$ cat src/rtl/cmc_pkg.sv
package cmc_pkg;
   typedef enum logic [1:0] {
      CLS_HIT   = 2'b00,
      CLS_TRUE  = 2'b01,
      CLS_FALSE = 2'b10,
      CLS_COLD  = 2'b11
   } cls_code_e;
endpackage

$ cat src/rtl/cmc_copy_state.sv
module cmc_copy_state #(
   parameter int NWORD = 4
) (
   input  logic             clk,
   input  logic             rst_n,
   input  logic             self_acc,
   input  logic             other_wr,
   input  logic [NWORD-1:0] word_oh,
   output logic             valid_o,
   output logic             held_o,
   output logic [NWORD-1:0] mask_o
);
   logic             valid_q, held_q;
   logic [NWORD-1:0] mask_q;

   always_ff @(posedge clk) begin
      if (!rst_n) begin
         valid_q <= 1'b0;
         held_q  <= 1'b0;
         mask_q  <= '0;
      end else if (self_acc && !valid_q) begin
         valid_q <= 1'b1;
         held_q  <= 1'b1;
         mask_q  <= '0;
      end else if (other_wr) begin
         if (valid_q) begin
            valid_q <= 1'b0;
            mask_q  <= word_oh;
         end else if (held_q) begin
            mask_q  <= mask_q | word_oh;
         end
      end
   end

   assign valid_o = valid_q;
   assign held_o  = held_q;
   assign mask_o  = mask_q;

   p_invalidate_r4: assert property (@(posedge clk) disable iff (!rst_n)
      (other_wr && !self_acc) |=> !valid_q);
   p_refill_clean_r8: assert property (@(posedge clk) disable iff (!rst_n)
      (self_acc && !valid_q) |=> (valid_q && mask_q == '0));
   p_held_sticky_r2: assert property (@(posedge clk) disable iff (!rst_n)
      held_q |=> held_q);
   p_mask_grows_r10: assert property (@(posedge clk) disable iff (!rst_n)
      (other_wr && !self_acc && !valid_q && held_q) |=>
         (((mask_q & $past(mask_q)) == $past(mask_q)) &&
          ((mask_q & $past(word_oh)) == $past(word_oh))));
endmodule

$ cat src/rtl/cmc_classify.sv
module cmc_classify
   import cmc_pkg::*;
(
   input  logic      req_valid,
   input  logic      req_held,
   input  logic      req_mask_bit,
   input  logic      others_valid,
   input  logic      is_write,
   input  logic      blk_written,
   output cls_code_e code
);
   always_comb begin
      if (!req_held)
         code = CLS_COLD;
      else if (!req_valid)
         code = req_mask_bit ? CLS_TRUE : CLS_FALSE;
      else if (is_write && others_valid)
         code = blk_written ? CLS_FALSE : CLS_TRUE;
      else
         code = CLS_HIT;
   end
endmodule

$ cat src/rtl/coherence_miss_classifier.sv
module coherence_miss_classifier
   import cmc_pkg::*;
#(
   parameter  int NPROC = 2,
   parameter  int NBLK  = 8,
   parameter  int NWORD = 4,
   localparam int PID_W = (NPROC > 1) ? $clog2(NPROC) : 1,
   localparam int BLK_W = (NBLK  > 1) ? $clog2(NBLK)  : 1,
   localparam int WRD_W = (NWORD > 1) ? $clog2(NWORD) : 1
) (
   input  logic             clk,
   input  logic             rst_n,
   input  logic             acc_valid,
   input  logic [PID_W-1:0] acc_pid,
   input  logic             acc_write,
   input  logic [BLK_W-1:0] acc_block,
   input  logic [WRD_W-1:0] acc_word,
   output logic             res_valid,
   output logic [1:0]       res_code
);
   if (NPROC < 2 || (1 << PID_W) != NPROC) begin : g_bad_proc
      $error("NPROC must be a power of two and at least 2");
   end
   if (NBLK < 2 || (1 << BLK_W) != NBLK) begin : g_bad_blk
      $error("NBLK must be a power of two and at least 2");
   end
   if (NWORD < 2 || (1 << WRD_W) != NWORD) begin : g_bad_word
      $error("NWORD must be a power of two and at least 2");
   end

   logic [NWORD-1:0] word_oh;
   logic [NPROC-1:0] cp_valid [NBLK];
   logic [NPROC-1:0] cp_held  [NBLK];
   logic [NWORD-1:0] cp_mask  [NBLK][NPROC];
   logic [NBLK-1:0]  blk_written_q;

   assign word_oh = NWORD'(1) << acc_word;

   for (genvar b = 0; b < NBLK; b++) begin : g_blk
      for (genvar p = 0; p < NPROC; p++) begin : g_proc
         cmc_copy_state #(.NWORD(NWORD)) u_copy (
            .clk      (clk),
            .rst_n    (rst_n),
            .self_acc (acc_valid && acc_block == BLK_W'(b) && acc_pid == PID_W'(p)),
            .other_wr (acc_valid && acc_write && acc_block == BLK_W'(b) &&
                       acc_pid != PID_W'(p)),
            .word_oh  (word_oh),
            .valid_o  (cp_valid[b][p]),
            .held_o   (cp_held[b][p]),
            .mask_o   (cp_mask[b][p])
         );
      end
   end

   always_ff @(posedge clk) begin
      if (!rst_n)
         blk_written_q <= '0;
      else if (acc_valid && acc_write)
         blk_written_q[acc_block] <= 1'b1;
   end

   logic             req_valid, req_held, req_mask_bit, others_valid;
   logic [NWORD-1:0] req_mask;

   always_comb begin
      req_valid    = cp_valid[acc_block][acc_pid];
      req_held     = cp_held[acc_block][acc_pid];
      req_mask     = cp_mask[acc_block][acc_pid];
      req_mask_bit = req_mask[acc_word];
      others_valid = 1'b0;
      for (int p = 0; p < NPROC; p++) begin
         if (PID_W'(p) != acc_pid)
            others_valid = others_valid | cp_valid[acc_block][p];
      end
   end

   cls_code_e cls_now;

   cmc_classify u_cls (
      .req_valid    (req_valid),
      .req_held     (req_held),
      .req_mask_bit (req_mask_bit),
      .others_valid (others_valid),
      .is_write     (acc_write),
      .blk_written  (blk_written_q[acc_block]),
      .code         (cls_now)
   );

   always_ff @(posedge clk) begin
      if (!rst_n) begin
         res_valid <= 1'b0;
         res_code  <= 2'b00;
      end else begin
         res_valid <= acc_valid;
         if (acc_valid)
            res_code <= cls_now;
      end
   end

   p_strobe_follows_r9: assert property (@(posedge clk) disable iff (!rst_n)
      acc_valid |=> res_valid);
   p_strobe_quiet_r9: assert property (@(posedge clk) disable iff (!rst_n)
      !acc_valid |=> !res_valid);
   p_write_marks_r7: assert property (@(posedge clk) disable iff (!rst_n)
      (acc_valid && acc_write) |=> blk_written_q[$past(acc_block)]);
endmodule

$ cat config.mk
export PLATFORM = sky130hd
export DESIGN_NAME = coherence_miss_classifier
export DESIGN_NICKNAME = d
export VERILOG_FILES = /design/src/rtl/cmc_pkg.sv /design/src/rtl/cmc_copy_state.sv /design/src/rtl/cmc_classify.sv /design/src/rtl/coherence_miss_classifier.sv
export SDC_FILE = /design/constraint.sdc
export NUM_CORES = 1
export LEC_CHECK = 0
export ABC_AREA = 1
export BUFFER_PORTS_ARGS = -buffer_cell sky130_fd_sc_hd__buf_2
export CAP_MARGIN = 15
export CORE_UTILIZATION = 60
export CTS_CLUSTER_SIZE = 30
export DETAILED_ROUTE_END_ITERATION = 10
export PLACE_DENSITY = 0.77
export SYNTH_ARGS = -nofsm -noshare
export SYNTH_HDL_FRONTEND = slang
export SYNTH_SLANG_ARGS = --single-unit
export TNS_END_PERCENT = 5
$ cat constraint.sdc
create_clock -name clk -period 2.3 [get_ports clk]
set_input_delay 0.115 -clock clk [delete_from_list [all_inputs] [get_ports clk]]
set_output_delay 0.115 -clock clk [all_outputs]
set_load 0.03 [all_outputs]
Word-level counts from Yosys, hierarchy flattened
Index checks and enable logic that the tools add are counted.

Bits of input ports: 10. Word-level logic and storage cells: 328. Bits in registers: 107. Output and inout bits: 3.

Eq/ne operators: 7. Mux-type cells: 93. Bitwise gates (word level): 22. Shift operators: 1. Reduce and logical (&&, ||, !) cells: 148. Order comparisons: 6.

Operators with widths (count): $mux W4 (35); $logic_and A1 B1 Y1 (67); $or A4 B4 Y4 (16); $reduce_bool A2 Y1 (32); $mux W1 (41); $reduce_and A2 Y1 (16); $reduce_or A2 Y1 (16); $bmux W8 S3 (1); $mux W2 (9); $logic_not A1 Y1 (16); $mux W8 (2); $bmux W2 S3 (2); $eq A3 B3 Y1 const B (4); $or A8 B8 Y8 (1); $eq A3 B2 Y1 const B (2); $ge A4 B4 Y1 const B (1); $lt A3 B4 Y1 const B (1); $not A3 Y4 (1); $shl A1 B2 Y4 const A (1); $bmux W1 S3 (1); $demux W1 S3 (1); $eq A3 B1 Y1 const B (1); $ge A3 B1 Y1 const B (1); $logic_not A3 Y1 (1); other kinds (7) (8).

Depth between registers and ports, before layout
Gate-level depths: netlist (run 1).

Depth after elaboration: 12. Depth in mapped cells: 14.

Cells and area by module
A second synthesis (run 1) with hierarchy kept.

Cell total of the unflattened synthesis: 973. Area, all modules: 6249.7 um^2.

Modules (own cells, without submodules): cmc_copy_state (times used 16, cells an instance 39, seq. area each 120.1 um^2, area an instance 284.0 um^2); coherence_miss_classifier (times used 1, cells an instance 338, seq. area each 220.2 um^2, area an instance 1659.1 um^2); cmc_classify (times used 1, cells an instance 11, seq. area each 0.0 um^2, area an instance 46.3 um^2).

Worst setup path after synthesis (run 1)
OpenSTA, ideal clock, no wires.

Kind: in2reg. Start point: input acc_block[0]. End point: register g_blk[3].g_proc[0].u_copy.mask_q[1]. Library setup time: 0.117 ns. Stages on the path: 9. Setup slack: 1.004 ns. Arrival time: 1.179 ns. Buffers on the path: 2. Required time: 2.183 ns. Cell sequence: buf_4 > buf_6 > nand2_4 > nor2_4 > nand2_2 > nor4_1 > inv_1 > a22oi_1 > nor2_1.

Longest elaborated chain between the ends: 5. Elaborated cells between the ends (all ways): 8. Classes of those cells: 1 x eq/ne; 7 x reduce/logical.

RTL lines: from (decl) (line coherence_miss_classifier.sv:16) `input logic [BLK_W-1:0] acc_block,`; $eq A3 B2 Y1 (*) (line coherence_miss_classifier.sv:44, coherence_miss_classifier.sv:45); $logic_and A1 B1 Y1 (2 in a row) (line coherence_miss_classifier.sv:44) `.self_acc (acc_valid && acc_block == BLK_W'(b) && acc_pid == PID_W'(p)),`; $logic_and A1 B1 Y1 (line cmc_copy_state.sv:21) `end else if (self_acc && !valid_q) begin`; $reduce_or A2 Y1 (no line); to (signal assigned) (line cmc_copy_state.sv:28) `mask_q <= word_oh;`; to (signal assigned) (line cmc_copy_state.sv:30) `mask_q <= mask_q | word_oh;`; to (decl) (line cmc_copy_state.sv:14) `logic [NWORD-1:0] mask_q;`.

Mark *: on every way between the ends. The rest lies on a longest branch, timed or not. A chain may end at the register's enable or synchronous reset.

Final worst setup path (run 1)
Start point: register g_blk[0].g_proc[1].u_copy.valid_q. End point: register res_code[1].

Longest elaborated chain between the ends: 9. Elaborated cells between the ends (all ways): 11. Classes of those cells: 9 x mux; 1 x bitwise; 1 x reduce/logical.

RTL lines: from (decl) (line cmc_copy_state.sv:13) `logic valid_q, held_q;`; from (signal assigned) (line cmc_copy_state.sv:18) `valid_q <= 1'b0;`; from (signal assigned) (line cmc_copy_state.sv:22) `valid_q <= 1'b1;`; from (signal assigned) (line cmc_copy_state.sv:27) `valid_q <= 1'b0;`; $bmux W2 S3 (*) (line coherence_miss_classifier.sv:66, coherence_miss_classifier.sv:73); $mux W2 (implied by the code) (*) (2 in a row) (line coherence_miss_classifier.sv:66, coherence_miss_classifier.sv:73); $or A1 B1 Y1 (line coherence_miss_classifier.sv:73) `others_valid = others_valid | cp_valid[acc_block][p];`; $mux W1 (line coherence_miss_classifier.sv:72) `if (PID_W'(p) != acc_pid)`; $logic_and A1 B1 Y1 (line cmc_classify.sv:17) `else if (is_write && others_valid)`; $mux W2 (line cmc_classify.sv:17); $mux W2 (*) (line cmc_classify.sv:15) `else if (!req_valid)`; $mux W2 (*) (line cmc_classify.sv:13) `if (!req_held)`; to (signal assigned) (line coherence_miss_classifier.sv:96) `res_code <= cls_now;`; to (decl) (line coherence_miss_classifier.sv:19) `output logic [1:0] res_code`.

Mark *: on every way between the ends. The rest lies on a longest branch, timed or not. The select of a mux whose other input is x is not followed.

==> reports/results.ini, run 1 <==
[clock_tree]
clk_pin_slew_ns = 0.10
postCtsSetupRepairBufs = 0
cts_buffer_depth = 2
clock-root-buffer = clkbuf_8
insertion_delay_ns = 0.38
post_cts_resized = 0
htree_num_levels = 3
cts-buffers-inserted = 9
ctsHoldBuffers = 0
cts_tree = built
clock-sinks = 107

[global_routing]
grt_util_all_layers = 0.3298
gr-total-overflow = 0
grt_pass1_wl_um = 24820
grt_pass1_vias = 4922
antenna_found_initial = 0
grt_max_degree = 51

[floorplanning]
start_util = 0.6252
die_h_um = 97.56
fp-row-count = 34
dieArea_mm2 = 0.009518
core_mm2 = 0.008763
io_pins = 13
dieWidth_um = 97.56

[critical_path]
critPathLaunch = g_blk[0].g_proc[1].u_copy.valid_o$_SDFFE_PN0P_
rrSetupSlack_ns = 0.74
worst-endpoint-arrival_ns = 1.87
required_ns = 2.61
reg2reg_depth = 8
cp-start-kind = register
endpoint_kind = register
crit_type = reg2reg
r2r-end = res_code[1]$_SDFFE_PN0P_
rr_startpoint = g_blk[0].g_proc[1].u_copy.valid_o$_SDFFE_PN0P_
crit_path_end = res_code[1]$_SDFFE_PN0P_
cp_max_fo = 4

[timing]
maxSlewViolCount = 0
hold_violations = 0
rsz0062_at_grt = no
final.setup.tns_ns = 0
min_period_ns = 1.556
fmax_mhz = 642.5
worst_pin_slew_ns = 0.5594
period_share = 0.6767
max-slew-margin-rel = 0.6271
setup_viol = 0
skew_ns = 0.007740

[yosys]
synth_top_area_share = 0.3910
syn_area_mm2 = 0.005479
synth.most_common_cell = nand2_1
synth_area_leaders = dfxtp_1, nand2_1, a21oi_1
ys_warn_count = 0
ys.flop_type = dfxtp_1
syn_nets = 815
postSynthCellCount = 805
ys_seq_area_frac = 0.3910
synth_edf_count = 0
yosysUniqueCellTypes = 37
syn_avg_cell_area_um2 = 6.806
yosysTopAreaCell = dfxtp_1
async_flop_share = 0
synth_common_cells = nand2_1, a21oi_1, dfxtp_1
synth_seq_cells = 107

[route]
post_drt_wl_per_cell_um = 16.40
first_iter_violations = 486
first_pass_iters = 5
viasPerCell = 5.764
ant_nets = 0
route.detailed.drc = 0
via_count = 5326
postRouteWirelength_um = 15150

[finish]
drive_above_1_share = 0.1152
fin_nets = 821
fin_util = 0.6586
fillCellCount = 788
multi_input_area_mm2 = 0.002775
area_growth_pct = 5.344
seq_area_mm2 = 0.002142
diodes = 0
fin_area_mm2 = 0.005772

[job]
drv_cap = 0

[pwr]
vdd_drop_max_mv = 0.4828
power.density_mw_per_mm2 = 588.8
p_leak_nw = 2.155

[place]
dp_hpwl_um = 10960
place_area_mm2 = 0.005577
port_buffers = 12
gp_congestion = 1.009

[run_status]
run_status = completed

[worst_hold_path]
hold_path.class = in2reg

layout make-up:
type | instances | share of cell area
multi-input cells | 576 | 0.4808
clock inverters | 6 | 0.009972
well taps | 108 | 0.02341
repair buffers | 28 | 0.03122
inverters | 89 | 0.05961
clock buffers | 10 | 0.02385
flip-flops and latches | 107 | 0.3711
cells in the final DEF (no fill, tap or decap), types with 10 or more instances in the layout:
cell type | synthesis | layout
a21oi_1 | 113 | 113
buf_2 | 9 | 12
buf_4 | 4 | 16
clkbuf_8 | 0 | 10
dfxtp_1 | 107 | 107
inv_1 | 80 | 80
nand2_1 | 274 | 274
nand3_1 | 53 | 53
nor2_1 | 47 | 47
nor2_4 | 10 | 10
o21ai_0 | 19 | 19
per-stage QoR:
step / cells / hold WS [ns] / setup slack [ns] / power (mW)
finish: 924 / 0.03499 / 0.7435 / 3.398
global route: 924 / 0.02153 / 0.7100 / 3.496
CTS: 924 / 0.02693 / 0.8241 / 3.394
detailed placement: 908 / 0.4301 / 0.5083 / 2.296
global placement: 908 / 0.4289 / 0.5438 / 2.290
floorplan: 805 / 0.2085 / 1.004 / 2.201
registers in the layout, indices dropped and copies added (netlist names):
register / flops
blk_written_q: 8
g_blk.g_proc.u_copy.held_o: 16
g_blk.g_proc.u_copy.mask_o: 64
g_blk.g_proc.u_copy.valid_o: 16
res_code: 2
res_valid: 1
logic make-up after synthesis:
logic type,share of synthesized area
compound gates,0.1800
buf+inv,0.1025
simple gates,0.3266
flops,0.3910
critical path, cell delays in order (launching register included):
cell	delay, ns
dfxtp_1	0.36
o211ai_1	0.27
nand2_1	0.14
nor2_1	0.15
nand2_1	0.09
nand2_1	0.16
o21bai_1	0.13
nand2_1	0.08
a21oi_2	0.11
layer usage:
layer | track usage | vias up | part of all wire
met3 | 0.06187 | 38 | 0.10
met4 | 0.1233 | 0 | 0.026
met1 | 0.4479 | 2433 | 0.42
met2 | 0.5207 | 277 | 0.45
li1 | - | 2578 | -
met5 | 0 | - | 0
power by group:
| group | switching (mW) | internal [mW] |
|---|---|---|
| registers | 0.0143 | 1.87 |
| logic | 0.284 | 0.0970 |
| clock network | 0.685 | 0.447 |
worst min-delay path by stage:
stage                          from                   end  slack (ns)  cells past startpoint
after detailed placement  acc_valid  res_valid$_SDFF_PN0_        0.43                      3
after floorplan           acc_valid  res_valid$_SDFF_PN0_        0.21                      2
after CTS                 acc_valid  res_valid$_SDFF_PN0_        0.03                      3
final                     acc_valid  res_valid$_SDFF_PN0_        0.03                      3
after global routing      acc_valid  res_valid$_SDFF_PN0_        0.02                      3
after global placement    acc_valid  res_valid$_SDFF_PN0_        0.43                      3
Power figures use the tool's default switching activity.
==> run 2: changes to the inputs <==
- clock period: 2.3 -> 1.6 ns (I/O delays scaled with it)
==> reports/results.ini, run 2 (synthesized netlist as in run 1, its figures left out) <==
[clock_tree]
clk_pin_slew_ns = 0.09
htree_num_levels = 3
clock-root-buffer = clkbuf_8
cts_tree = built
cts_buffer_depth = 2
insertion_delay_ns = 0.36
clock-sinks = 107
cts-buffers-inserted = 9

[place]
dp_hpwl_um = 11090
gp_congestion = 0.9536
port_buffers = 12
dp.cells = 924
dp_slack_ns = 0.02999

[finish]
fillCellCount = 797
drive_above_1_share = 0.1381
fin_nets = 839
largest_reg_flops = 64
finalNonFillerCells = 941
layout_commonest_cell = nand2_1
area_growth_pct = 8.701
final_cell_mix = nand2_1, a21oi_1, dfxtp_1, inv_1, nand3_1
seq_area_mm2 = 0.002143
multi_input_area_mm2 = 0.002784
diodes = 0

[job]
drv_cap = 0

[timing]
fin_ws_ns = 0.07482
min_period_ns = 1.525
period_share = 0.9532
final.setup.tns_ns = 0
setup_viol = 0
hold_violations = 0
skew_ns = 0.009990
max-slew-margin-rel = 0.6696
fmax_mhz = 655.7
whs_ns = 0.02945
maxSlewViolCount = 0
worst_pin_slew_ns = 0.4905

[floorplanning]
die_h_um = 97.56
start_util = 0.6252
fp-row-count = 34
core_mm2 = 0.008763
dieWidth_um = 97.56
dieArea_mm2 = 0.009518
io_pins = 13

[route]
post_drt_wl_per_cell_um = 16.44
postRouteWirelength_um = 15470
first_pass_iters = 7
via_count = 5414
viasPerCell = 5.753
route.detailed.drc = 0
ant_nets = 0
first_iter_violations = 507

[pwr]
power.density_mw_per_mm2 = 828.4
p_leak_nw = 2.247
power_switching_mw = 1.348
vdd_drop_max_mv = 0.4422
intPower_mw = 3.585
finalPower_mw = 4.934
swShare = 0.2733
p_comb_frac = 0.121
pwr-share-seq = 0.549
clkPwrFrac = 0.329

[critical_path]
rrSetupSlack_ns = 0.07
reg2reg_depth = 8
cp-start-kind = register
r2r-end = res_code[1]$_SDFFE_PN0P_
cp_max_fo = 4
rr_startpoint = g_blk[4].g_proc[1].u_copy.valid_o$_SDFFE_PN0P_
crit_type = reg2reg
required_ns = 1.90
worst-endpoint-arrival_ns = 1.82
endpoint_kind = register

[run_status]
run_status = completed

[worst_hold_path]
holdPathEnd = res_valid$_SDFF_PN0_
hold_path.class = in2reg
hold_path.startpoint = acc_valid
min_path_cells = 3

[global_routing]
grt_max_degree = 39
antenna_found_initial = 0
grt_pass1_wl_um = 25170
grt_util_all_layers = 0.3339
grt_pass1_vias = 5016
gr-total-overflow = 0

==> run 2: changes by cell type in the layout (fill, tap and decap cells not counted), sizes merged <==
cell / change
bufinv: +1
clkbuf: +1
inv: -2
buf: +18
clkinv: -4
clkinvlp: +3
==> run 2: per-layer routing <==
layer  track usage  up-vias  share of wire
li1              -     2611              -
met1        0.4762     2483           0.42
met2        0.5137      280           0.44
met3       0.04676       40           0.11
met4        0.1210        0          0.028
met5             0        -              0
==> run 2: area by class of cell <==
type,instances,share of cell area
inverter,89,0.05777
multi-input combinational,576,0.4674
clock buffer,11,0.02206
sequential,107,0.3599
clock inverter,4,0.008824
timing repair buffer,46,0.06134
tap,108,0.02269
==> run 2: critical path, stage by stage, from the launching register on <==
cell	delay (ns)
dfxtp_1	0.35
o211ai_1	0.30
o21ai_2	0.12
nor2_2	0.15
nand2_1	0.10
nand2_2	0.12
o21bai_1	0.12
nand2_1	0.08
a21oi_2	0.13
==> run 2: through the flow <==
| stage | utilization | instance area, µm² |
|---|---|---|
| after global routing | 0.6796 | 5956 |
| after global placement | 0.6558 | 5747 |
| after CTS | 0.6768 | 5931 |
| final | 0.6796 | 5956 |
| after detailed placement | 0.6558 | 5747 |
| after floorplan | - | 5479 |
==> run 2: timing repair <==
action,in CTS,in global routing
resized for setup,0,6
hold buffers,0,0
buffers inserted,0,2
setup endpoints to repair,0,1
endpoints found under the hold margin,0,0
==> run 2: how the worst max path moves through the flow <==
stage	from	to	slack [ns]	cells past startpoint
3_5_place_dp	acc_block[2]	res_code[1]$_SDFFE_PN0P_	0.03	11
6_report	g_blk[4].g_proc[1].u_copy.valid_o$_SDFFE_PN0P_	res_code[1]$_SDFFE_PN0P_	0.07	8
3_3_place_gp	acc_block[2]	res_code[1]$_SDFFE_PN0P_	0.07	11
2_1_floorplan	acc_block[0]	g_blk[3].g_proc[0].u_copy.mask_o[1]$_SDFFE_PP0P_	0.34	9
4_1_cts	g_blk[5].g_proc[0].u_copy.valid_o$_SDFFE_PN0P_	res_code[1]$_SDFFE_PN0P_	0.09	10
5_1_grt	g_blk[7].g_proc[1].u_copy.valid_o$_SDFFE_PN0P_	res_code[1]$_SDFFE_PN0P_	-0.002	10
==> run 2: power by group through the flow <==
stage	Combinational [mW]	Clock, mW	Sequential, mW
floorplan	0.387	0	2.78
global placement	0.566	0	2.77
detailed placement	0.575	0	2.77
CTS	0.578	1.64	2.71
global route	0.641	1.76	2.71
finish	0.599	1.62	2.71
==> run 3: changes to the inputs <==
- ABC_AREA: 1 -> default
- SETUP_SLACK_MARGIN: default -> 0.5
==> reports/results.ini, run 3 <==
[finish]
final_cell_mix = buf_4, dfxtp_1, nor2_1, a22oi_1, a22oi_2
fillCellCount = 348
drive_above_1_share = 0.4482
fin_nets = 662
seq_area_mm2 = 0.002156
diodes = 0
multi_input_area_mm2 = 0.003289
area_growth_pct = 37.39
layout_commonest_cell = buf_4
largest_reg_flops = 64

[yosys]
async_flop_share = 0
synthMuxAreaShare = 0.1193
ys_seq_area_frac = 0.4282
synth_top_area_share = 0.4282
syn_area_mm2 = 0.005002
postSynthCellCount = 540
syn_avg_cell_area_um2 = 9.264
yosysUniqueCellTypes = 47
synth_area_leaders = dfxtp_1, a22oi_1, mux4_2
synth_seq_cells = 107
synth_compound_area_frac = 0.2169
synth_top_family_by_area = compound AO/OA/AOI/OAI gates
synthSimpleGateAreaFrac = 0.2049
synth_edf_count = 0
synth_common_cells = dfxtp_1, nor2_1, a22oi_1
synth_fa_ha_area_frac = 0
syn_nets = 550
synth.most_common_cell = dfxtp_1
yosysTopAreaCell = dfxtp_1
synthXorXnorAreaFrac = 0
ys.flop_type = dfxtp_1
ys_warn_count = 0

[floorplanning]
dieWidth_um = 93.31
start_util = 0.6342
fp-row-count = 32
io_pins = 13
die_h_um = 93.31
core_mm2 = 0.007888
dieArea_mm2 = 0.008707

[clock_tree]
ctsHoldBuffers = 0
clk_pin_slew_ns = 0.11
cts_buffer_depth = 2
clock-root-buffer = clkbuf_8
clock-sinks = 107
cts-buffers-inserted = 9
insertion_delay_ns = 0.38
cts_tree = built
htree_num_levels = 3

[worst_hold_path]
hold_path.class = in2reg

[pwr]
clkPwrFrac = 0.311
p_leak_nw = 2.607
swShare = 0.2808
power.density_mw_per_mm2 = 731.6
vdd_drop_max_mv = 0.5168
pwr-share-seq = 0.540
p_comb_frac = 0.149
finalPower_mw = 5.028
intPower_mw = 3.616
power_switching_mw = 1.412

[critical_path]
endpoint_kind = register
cp_max_fo = 2
required_ns = 1.91
cp-start-kind = register
worst-endpoint-arrival_ns = 2.25
crit_type = reg2reg

[place]
port_buffers = 12
gp_congestion = 0.9592
dp_hpwl_um = 11740

[timing]
hold_violations = 0
whs_ns = 0.08336
worst_pin_slew_ns = 0.8015
rsz0062_at_grt = yes
max-slew-margin-rel = 0.4633
setup_viol = 2
final.setup.tns_ns = -0.6596
skew_ns = 0.01608
min_period_ns = 1.941
period_share = 1.213
fmax_mhz = 515.3
fin_ws_ns = -0.3405
maxSlewViolCount = 0

[job]
drv_cap = 0

[run_status]
run_status = finished with violations
violations = setup timing

[global_routing]
antenna_found_initial = 0
grt_pass1_wl_um = 26440
grt_util_all_layers = 0.4076
grt_max_degree = 20
gr-total-overflow = 0
grt_pass1_vias = 4978

[route]
first_iter_violations = 652
via_count = 5401
postRouteWirelength_um = 19320
post_drt_wl_per_cell_um = 25.49
route.detailed.drc = 0
first_pass_iters = 6
viasPerCell = 7.125
ant_nets = 0

[run 3: per-layer routing]
metal	track usage	part of all wire	up-vias
met3	0.09350	0.12	175
met5	0	0	-
met4	0.2026	0.079	0
met2	0.6373	0.44	492
met1	0.5296	0.36	2541
li1	-	-	2193
[run 3: layout make-up]
class                   count  area share
multi-input cells         402      0.4786
repair buffers            132      0.1637
clock buffers              10     0.02003
clock inverters             5    0.005461
well taps                 102     0.01857
flip-flops and latches    107      0.3137
[run 3: cell families (layout without fill, tap and decap cells)]
| group | Yosys count | after routing |
|---|---|---|
| AO/OA/AOI/OAI | 148 | 148 |
| buffers and inverters | 31 | 147 |
| flip-flops | 107 | 107 |
| multiplexers | 33 | 33 |
| AND/OR/NAND/NOR | 221 | 221 |
[run 3: stage by stage]
step	util	worst slack [ns]	instance area [µm²]	instances
floorplan	-	-0.05036	5032	540
global placement	0.7560	-0.2844	5963	739
detailed placement	0.7560	-0.3331	5963	739
CTS	0.8225	-0.2224	6487	757
global route	0.8714	-0.3550	6873	758
finish	0.8714	-0.3405	6873	758
[run 3: repair_timing]
item / in CTS / in global routing
gates resized for setup: 75 / 92
setup buffers: 2 / 1
setup endpoints to repair: 86 / 78
cloned: 1 / 0
pin swaps: 29 / 73
[run 3: worst paths after layout]
path                                                 startpoint                                             end  slack (ns)  cells after the start
hold reg to reg                   blk_written_q[0]$_SDFFE_PN0N_                   blk_written_q[0]$_SDFFE_PN0N_        0.51                      2
setup / recovery  g_blk[0].g_proc[1].u_copy.held_o$_SDFFE_PN0P_                        res_code[1]$_SDFFE_PN0P_       -0.34                      5
setup reg to reg  g_blk[0].g_proc[1].u_copy.held_o$_SDFFE_PN0P_                        res_code[1]$_SDFFE_PN0P_       -0.34                      5
hold / removal                                          acc_pid  g_blk[0].g_proc[0].u_copy.valid_o$_SDFFE_PN0P_        0.08                      4
[run 3: critical path: stages, from the launching register on]
cell and delay (ns):
dfxtp_1 0.35, mux4_1 0.57, mux4_2 0.54, nand2_1 0.12
o21ba_2 0.16, o2bb2ai_1 0.14
[run 3: power by group through the flow]
stage	Clock (mW)	Sequential (mW)	Combinational [mW]
finish	1.56	2.72	0.747
global route	1.67	2.72	0.762
CTS	1.56	2.71	0.641
detailed placement	0	2.77	0.570
global placement	0	2.77	0.557
floorplan	0	2.79	0.294
